File: src/rtl/emd_pkg.sv
package emd_pkg;

  localparam int unsigned DATA_W = 16;

  typedef enum logic [2:0] {
    ST_IDLE,
    ST_ACT,
    ST_DONE,
    ST_ERR,
    ST_GAP
  } seq_state_t;

  localparam logic [1:0] SZ_BYTE = 2'd0;
  localparam logic [1:0] SZ_HALF = 2'd1;

  // Active-low lane strobe pattern for one access.
  function automatic logic [1:0] lane_mask_n(input logic is_write,
                                             input logic is_byte,
                                             input logic a0);
    if (!is_write || !is_byte) return 2'b00;
    return a0 ? 2'b01 : 2'b10;
  endfunction

  // Move the addressed byte of a fetched word to the low lane.
  function automatic logic [DATA_W-1:0] steer_read(input logic [DATA_W-1:0] word,
                                                   input logic is_byte,
                                                   input logic a0);
    if (!is_byte) return word;
    return a0 ? {8'h00, word[15:8]} : {8'h00, word[7:0]};
  endfunction

  // Byte writes are repeated on both lanes.
  function automatic logic [DATA_W-1:0] pack_write(input logic [DATA_W-1:0] data,
                                                   input logic is_byte);
    return is_byte ? {data[7:0], data[7:0]} : data;
  endfunction

endpackage

File: src/rtl/emd_decode.sv
module emd_decode #(
  parameter int unsigned SEL_W     = 4,
  parameter int unsigned SUB_W     = 2,
  parameter int unsigned NOR_BANK  = 6,
  parameter int unsigned NAND_BANK = 8,
  localparam int unsigned NUM_SUB  = 1 << SUB_W
) (
  input  logic [SEL_W-1:0]   bank,
  input  logic [SUB_W-1:0]   sub,
  input  logic               a0,
  input  logic               is_write,
  input  logic [1:0]         size,
  input  logic [NUM_SUB-1:0] cfg_sub_en,
  input  logic [NUM_SUB-1:0] cfg_sub_bytesel,
  input  logic               cfg_nand_en,
  output logic [NUM_SUB:0]   tgt,
  output logic               dec_err
);
  import emd_pkg::*;

  logic is_nor, is_nand, size_ok, map_ok, lane_ok, bytesel;

  assign is_nor  = (bank == SEL_W'(NOR_BANK));
  assign is_nand = (bank == SEL_W'(NAND_BANK));
  assign size_ok = (size == SZ_BYTE) || ((size == SZ_HALF) && !a0);
  assign bytesel = is_nor & cfg_sub_bytesel[sub];
  assign map_ok  = (is_nor && cfg_sub_en[sub]) || (is_nand && cfg_nand_en);
  assign lane_ok = !(is_write && (size == SZ_BYTE) && !bytesel);
  assign dec_err = !(map_ok && size_ok && lane_ok);

  for (genvar i = 0; i < NUM_SUB; i++) begin : g_sub
    assign tgt[i] = is_nor && (sub == SUB_W'(i));
  end
  assign tgt[NUM_SUB] = is_nand;

endmodule

File: src/rtl/emd_lanes.sv
module emd_lanes (
  input  logic        act,
  input  logic        is_write,
  input  logic        is_byte,
  input  logic        a0,
  input  logic [15:0] wdata,
  input  logic [15:0] rdata_in,
  output logic [1:0]  nbl_n,
  output logic [15:0] wdata_out,
  output logic [15:0] rdata_steer
);
  import emd_pkg::*;

  assign nbl_n       = act ? lane_mask_n(is_write, is_byte, a0) : 2'b11;
  assign wdata_out   = pack_write(wdata, is_byte);
  assign rdata_steer = steer_read(rdata_in, is_byte, a0);

endmodule

File: src/rtl/emd_seq.sv
module emd_seq #(
  parameter int unsigned TGT_W = 5,
  parameter int unsigned GAP_W = 4
) (
  input  logic             clk,
  input  logic             rst_n,
  input  logic             req_valid,
  input  logic             dec_err,
  input  logic [TGT_W-1:0] tgt,
  input  logic [GAP_W-1:0] cfg_gap,
  output logic             accept,
  output logic             evt_act,
  output logic             evt_done,
  output logic             evt_err,
  output logic             evt_hold,
  output logic [TGT_W-1:0] sel_on
);
  import emd_pkg::*;

  seq_state_t       state_q, state_d;
  logic [GAP_W-1:0] cnt_q;
  logic [TGT_W-1:0] cur_tgt_q, last_tgt_q;
  logic             last_v_q;
  logic             idle;

  assign idle     = (state_q == ST_IDLE);
  assign accept   = idle && req_valid;
  assign evt_hold = accept && last_v_q && !dec_err && (tgt == last_tgt_q) &&
                    (cfg_gap == '0);
  assign evt_act  = (state_q == ST_ACT);
  assign evt_done = (state_q == ST_DONE);
  assign evt_err  = (state_q == ST_ERR);

  always_comb begin
    if (evt_act || evt_done) sel_on = cur_tgt_q;
    else if (evt_hold)       sel_on = tgt;
    else                     sel_on = '0;
  end

  always_comb begin
    state_d = state_q;
    unique case (state_q)
      ST_IDLE: if (accept) state_d = dec_err ? ST_ERR : ST_ACT;
      ST_ACT:  state_d = ST_DONE;
      ST_DONE: state_d = (cfg_gap != '0) ? ST_GAP : ST_IDLE;
      ST_ERR:  state_d = ST_IDLE;
      ST_GAP:  if (cnt_q <= GAP_W'(1)) state_d = ST_IDLE;
      default: state_d = ST_IDLE;
    endcase
  end

  always_ff @(posedge clk or negedge rst_n) begin
    if (!rst_n) begin
      state_q    <= ST_IDLE;
      cnt_q      <= '0;
      cur_tgt_q  <= '0;
      last_tgt_q <= '0;
      last_v_q   <= 1'b0;
    end else begin
      state_q <= state_d;
      if (accept && !dec_err) cur_tgt_q <= tgt;
      if (evt_done) begin
        cnt_q      <= cfg_gap;
        last_tgt_q <= cur_tgt_q;
        last_v_q   <= (cfg_gap == '0);
      end else if (state_q == ST_GAP) begin
        cnt_q <= cnt_q - GAP_W'(1);
      end
      if (idle) last_v_q <= 1'b0;
    end
  end

endmodule

File: src/rtl/ext_mem_decoder.sv
module ext_mem_decoder #(
  parameter int unsigned ADDR_W    = 32,
  parameter int unsigned OFFS_W    = 28,
  parameter int unsigned SUB_W     = 2,
  parameter int unsigned GAP_W     = 4,
  parameter int unsigned NOR_BANK  = 6,
  parameter int unsigned NAND_BANK = 8,
  localparam int unsigned NUM_SUB  = 1 << SUB_W,
  localparam int unsigned SEL_W    = ADDR_W - OFFS_W,
  localparam int unsigned MADDR_W  = OFFS_W - 1
) (
  input  logic               clk,
  input  logic               rst_n,
  input  logic [NUM_SUB-1:0] cfg_sub_en,
  input  logic [NUM_SUB-1:0] cfg_sub_bytesel,
  input  logic               cfg_nand_en,
  input  logic [GAP_W-1:0]   cfg_gap,
  input  logic               req_valid,
  input  logic               req_write,
  input  logic [ADDR_W-1:0]  req_addr,
  input  logic [1:0]         req_size,
  input  logic [15:0]        req_wdata,
  output logic               rsp_ready,
  output logic               rsp_err,
  output logic [15:0]        rsp_rdata,
  output logic [NUM_SUB-1:0] mem_ne_n,
  output logic               mem_nand_n,
  output logic [1:0]         mem_nbl_n,
  output logic               mem_we_n,
  output logic [MADDR_W-1:0] mem_addr,
  output logic [15:0]        mem_wdata,
  input  logic [15:0]        mem_rdata
);
  import emd_pkg::*;

  logic [NUM_SUB:0]    tgt, sel_on;
  logic                dec_err, accept;
  logic                evt_act, evt_done, evt_err, evt_hold;
  logic [OFFS_W-1:0]   off_q;
  logic                wr_q, byte_q;
  logic [15:0]         wdata_q, rdata_q, rd_steer;

  emd_decode #(
    .SEL_W(SEL_W), .SUB_W(SUB_W), .NOR_BANK(NOR_BANK), .NAND_BANK(NAND_BANK)
  ) u_dec (
    .bank            (req_addr[ADDR_W-1:OFFS_W]),
    .sub             (req_addr[OFFS_W-1 -: SUB_W]),
    .a0              (req_addr[0]),
    .is_write        (req_write),
    .size            (req_size),
    .cfg_sub_en      (cfg_sub_en),
    .cfg_sub_bytesel (cfg_sub_bytesel),
    .cfg_nand_en     (cfg_nand_en),
    .tgt             (tgt),
    .dec_err         (dec_err)
  );

  emd_seq #(.TGT_W(NUM_SUB + 1), .GAP_W(GAP_W)) u_seq (
    .clk       (clk),
    .rst_n     (rst_n),
    .req_valid (req_valid),
    .dec_err   (dec_err),
    .tgt       (tgt),
    .cfg_gap   (cfg_gap),
    .accept    (accept),
    .evt_act   (evt_act),
    .evt_done  (evt_done),
    .evt_err   (evt_err),
    .evt_hold  (evt_hold),
    .sel_on    (sel_on)
  );

  emd_lanes u_lanes (
    .act         (evt_act),
    .is_write    (wr_q),
    .is_byte     (byte_q),
    .a0          (off_q[0]),
    .wdata       (wdata_q),
    .rdata_in    (mem_rdata),
    .nbl_n       (mem_nbl_n),
    .wdata_out   (mem_wdata),
    .rdata_steer (rd_steer)
  );

  always_ff @(posedge clk or negedge rst_n) begin
    if (!rst_n) begin
      off_q   <= '0;
      wr_q    <= 1'b0;
      byte_q  <= 1'b0;
      wdata_q <= '0;
      rdata_q <= '0;
    end else begin
      if (accept && !dec_err) begin
        off_q   <= req_addr[OFFS_W-1:0];
        wr_q    <= req_write;
        byte_q  <= (req_size == SZ_BYTE);
        wdata_q <= req_wdata;
      end
      if (evt_act && !wr_q) rdata_q <= rd_steer;
    end
  end

  assign mem_ne_n   = ~sel_on[NUM_SUB-1:0];
  assign mem_nand_n = ~sel_on[NUM_SUB];
  assign mem_we_n   = !(evt_act && wr_q);
  assign mem_addr   = off_q[OFFS_W-1:1];
  assign rsp_ready  = evt_done || evt_err;
  assign rsp_err    = evt_err;
  assign rsp_rdata  = rdata_q;

endmodule

File: config.mk
export PLATFORM = sky130hd
export DESIGN_NAME = ext_mem_decoder
export DESIGN_NICKNAME = d
export VERILOG_FILES = /design/src/rtl/emd_pkg.sv /design/src/rtl/emd_decode.sv /design/src/rtl/emd_lanes.sv /design/src/rtl/emd_seq.sv /design/src/rtl/ext_mem_decoder.sv
export SDC_FILE = /design/constraint.sdc
export NUM_CORES = 1
export LEC_CHECK = 0
export BUFFER_PORTS_ARGS = -buffer_cell sky130_fd_sc_hd__buf_2
export CAP_MARGIN = 25
export CORE_MARGIN = 3
export CORE_UTILIZATION = 35
export CTS_BUF_LIST = sky130_fd_sc_hd__clkbuf_2 sky130_fd_sc_hd__clkbuf_4 sky130_fd_sc_hd__clkbuf_8
export CTS_CLUSTER_SIZE = 10
export DETAILED_ROUTE_END_ITERATION = 8
export GPL_ROUTABILITY_DRIVEN = 0
export PLACE_DENSITY = 0.66
export SLEW_MARGIN = 20
export SYNTH_ARGS = -nofsm -noshare
export SYNTH_HDL_FRONTEND = slang
export SYNTH_SLANG_ARGS = --single-unit
export TNS_END_PERCENT = 5
File: constraint.sdc
create_clock -name clk -period 7.2 [get_ports clk]
set_clock_uncertainty 0.2 [all_clocks]
set_input_delay 1.44 -clock clk [delete_from_list [all_inputs] [get_ports clk]]
set_output_delay 1.44 -clock clk [all_outputs]
set_load 0.03 [all_outputs]
==> qor.csv <==
metric,value,unit
outcome,finished clean,
clkTransAtPathRegs,80,ps
syn_nets,405,
post-dp-hpwl,6.92,mm
drc_errors,0,
r2r_setup_slack,4670,ps
syn_area_per_cell,12.5,sq um
clkSinkCount,80,
vias_per_cell,4.91,
start_kind,primary input,
area_growth,24.3,%
synthFlopType,dfrtp_1,
wl,9.41,mm
cp-end-kind,output port,
clockBufferDepth,2,
finalCritPeriodShare,73.1,%
coreArea,0.0110,sq mm
ys_seq_area_share,50.0,%
pin_count,152,
fin_tns_setup,0,ps
path_delay_family,simple AND/OR/NAND/NOR gates,
powerDensity,344,mW/mm^2
final_max_slew_viol_count,0,
groute.usage.overall,15.2,%
portBuffers,151,
path_cells,buf_2 > or4b_2 > xnor2_1 > or4b_4 > nor4_4 > a22oi_1 > buf_2,
cts_tree,yes,
use_met1,20.3,%
place_area,0.00473,sq mm
max_stage_delay,700,ps
antenna_left,0,
hold_slack,276,ps
fp.dieH,113,um
cts_setup_buffers,0,
slew_headroom,46.7,%
cts_hold_buffers,0,
dieArea,0.0128,sq mm
dp.cells,585,
wire_per_inst,15.7,um
cts_root_buf,clkbuf_8,
cp.required,5560,ps
gr-usage-met3,2.83,%
worst_pin_slew,799,ps
hold_viol,0,
grt_pass1_wl,15.5,mm
worst-path-buf-inv,2,
crit_arrival,3620,ps
ys_ff_latch,80,
hold_path.class,register to register,
die_w,113,um
drtIter0Drc,122,
start_util,36.3,%
cts.repair.resized,0,
vias,2950,
grt_max_degree,81,
synth_edf_count,0,
busiest_layer,met2,
ir_worst_vdd,0.000188,V
cts_made_buffers,9,
synth.distinct_cells,50,
antenna_cells,0,
postSynth.asyncResetShare,100,%
nets,542,
drt_pass1_iterations,5,
globalRouteOverflowTotal,0,
grt_pass1_vias,2983,
cp_max_fo,4,
syn_inst,320,
critPathSlowestCell,or4b_2,
fin_crit,5260,ps
setup_viol_count_final,0,
syn-cell-area,0.00401,sq mm
p_leak,2.70,nW
instances_no_fill,601,
critPathKind,primary input to output port,
htreeDepth,3,
cap_violations,0,
antenna_found_initial,0,
num_rows,38,
clock_latency,340,ps
path_common_cell,buf_2,
rsz0062_at_grt,false,
use_met2,24.4,%
drive_above_1_share,51.0,%
design_area,0.00498,sq mm
yosysWarningCount,0,
fmax,190,MHz
[layout make-up]
class | instances | area, sq um
flip-flops and latches | 80 | 2000
repair buffers | 152 | 790
clock buffers | 9 | 124
well taps | 140 | 175
multi-input cells | 208 | 1770
clock inverters | 6 | 92.6
inverters | 6 | 22.5
fillers | 1044 | 6050
[power by group]
part / switching (mW) / internal [mW] / total (mW)
logic: 0.419 / 0.251 / 0.670
clock network: 0.172 / 0.196 / 0.367
registers: 0.106 / 0.571 / 0.676
total: 0.696 / 1.02 / 1.71
[logic make-up (layout without fill, tap and decap cells)]
kind of cell    Yosys count  in the layout  share of synthesized area [%]
compound gates           46             46                           7.12
flops                    80             80                           50.0
mux                      69             69                           23.5
xor+xnor                  2              2                          0.437
buf+inv                  32            173                           5.78
fa+ha+maj                 2              2                          0.625
simple gates             89             89                           12.6
[path summary, 6_finish.rpt]
path,from,endpoint,cells after the start
setup / recovery,req_addr[28],mem_ne_n[1],7
hold / removal,rsp_rdata[13]$_DFFE_PN0P_,rsp_rdata[13]$_DFFE_PN0P_,2
setup reg to reg,u_seq.state_q[1]$_DFFE_PN0P_,wdata_q[5]$_DFFE_PN0P_,5
hold reg to reg,rsp_rdata[13]$_DFFE_PN0P_,rsp_rdata[13]$_DFFE_PN0P_,2
max in group asynchronous,rst_n,rsp_rdata[4]$_DFFE_PN0P_,1
min in group asynchronous,rst_n,off_q[18]$_DFFE_PN0P_,1
[registers in the layout (all words and copies together) (netlist names), 3 cells and up]
signal / count
u_seq.cnt_q: 4
wdata_q: 16
u_seq.cur_tgt_q: 5
rsp_rdata: 16
u_seq.last_tgt_q: 5
u_seq.state_q: 3
off_q: 28
[worst min-delay path, delay by kind of cell (launching register included)]
kind | cells | cell delay (ps)
flip-flops | 1 | 350
AND/OR/NAND/NOR | 2 | 100
[layer usage]
metal	up-vias	part of all wire, %
met1	1445	44
li1	1406	-
met3	13	4.3
met2	86	50
met4	0	1.9
met5	-	0
[layout by cell type, fill, tap and decap left out, types with 2 or more instances in the layout]
cell          n
a211oi_1      3
inv_6         2
mux2_4       40
and2_1        2
nor3b_1       2
a21oi_1       9
nor2_1       14
xnor2_1       2
inv_1         6
nand3_1       4
buf_2       150
and3_1        2
nor3_1        6
o21ai_0      17
clkinvlp_4    2
a22oi_1       5
mux4_2        2
ha_1          2
nand2_1      35
mux2_1        2
or4bb_1       2
mux2i_1       8
dfrtp_1      80
mux2_2       17
nor4b_1       2
nand3b_1      8
clkbuf_8      9
o211ai_1      2
o31ai_1       2
bufinv_16     2
nor2b_1       2
[cell usage after synthesis (3+ instances only)]
cell	n	area share [%]
a211oi_1	3	0.56
nand2_1	35	3.3
nand3_1	4	0.50
buf_4	8	1.5
buf_12	4	2.0
nor3_1	6	0.75
mux2_2	17	4.8
o21ai_0	17	2.1
nor2_1	14	1.3
mux2_4	40	15
mux2i_1	8	2.0
a22oi_1	5	0.94
nand3b_1	8	1.5
a21oi_1	9	1.1
dfrtp_1	80	50
inv_1	6	0.56
clkbuf_1	10	0.94
[per-stage QoR]
stage / total power [mW] / utilization, % / worst slack, ps
after global placement: 1.34 / 42.9 / 1970
after floorplan: 1.17 / - / 2220
final: 1.71 / 45.1 / 1940
after detailed placement: 1.36 / 42.9 / 1950
after CTS: 1.74 / 44.8 / 1940
after global routing: 1.82 / 45.1 / 1870
Power figures use the tool's default switching activity.
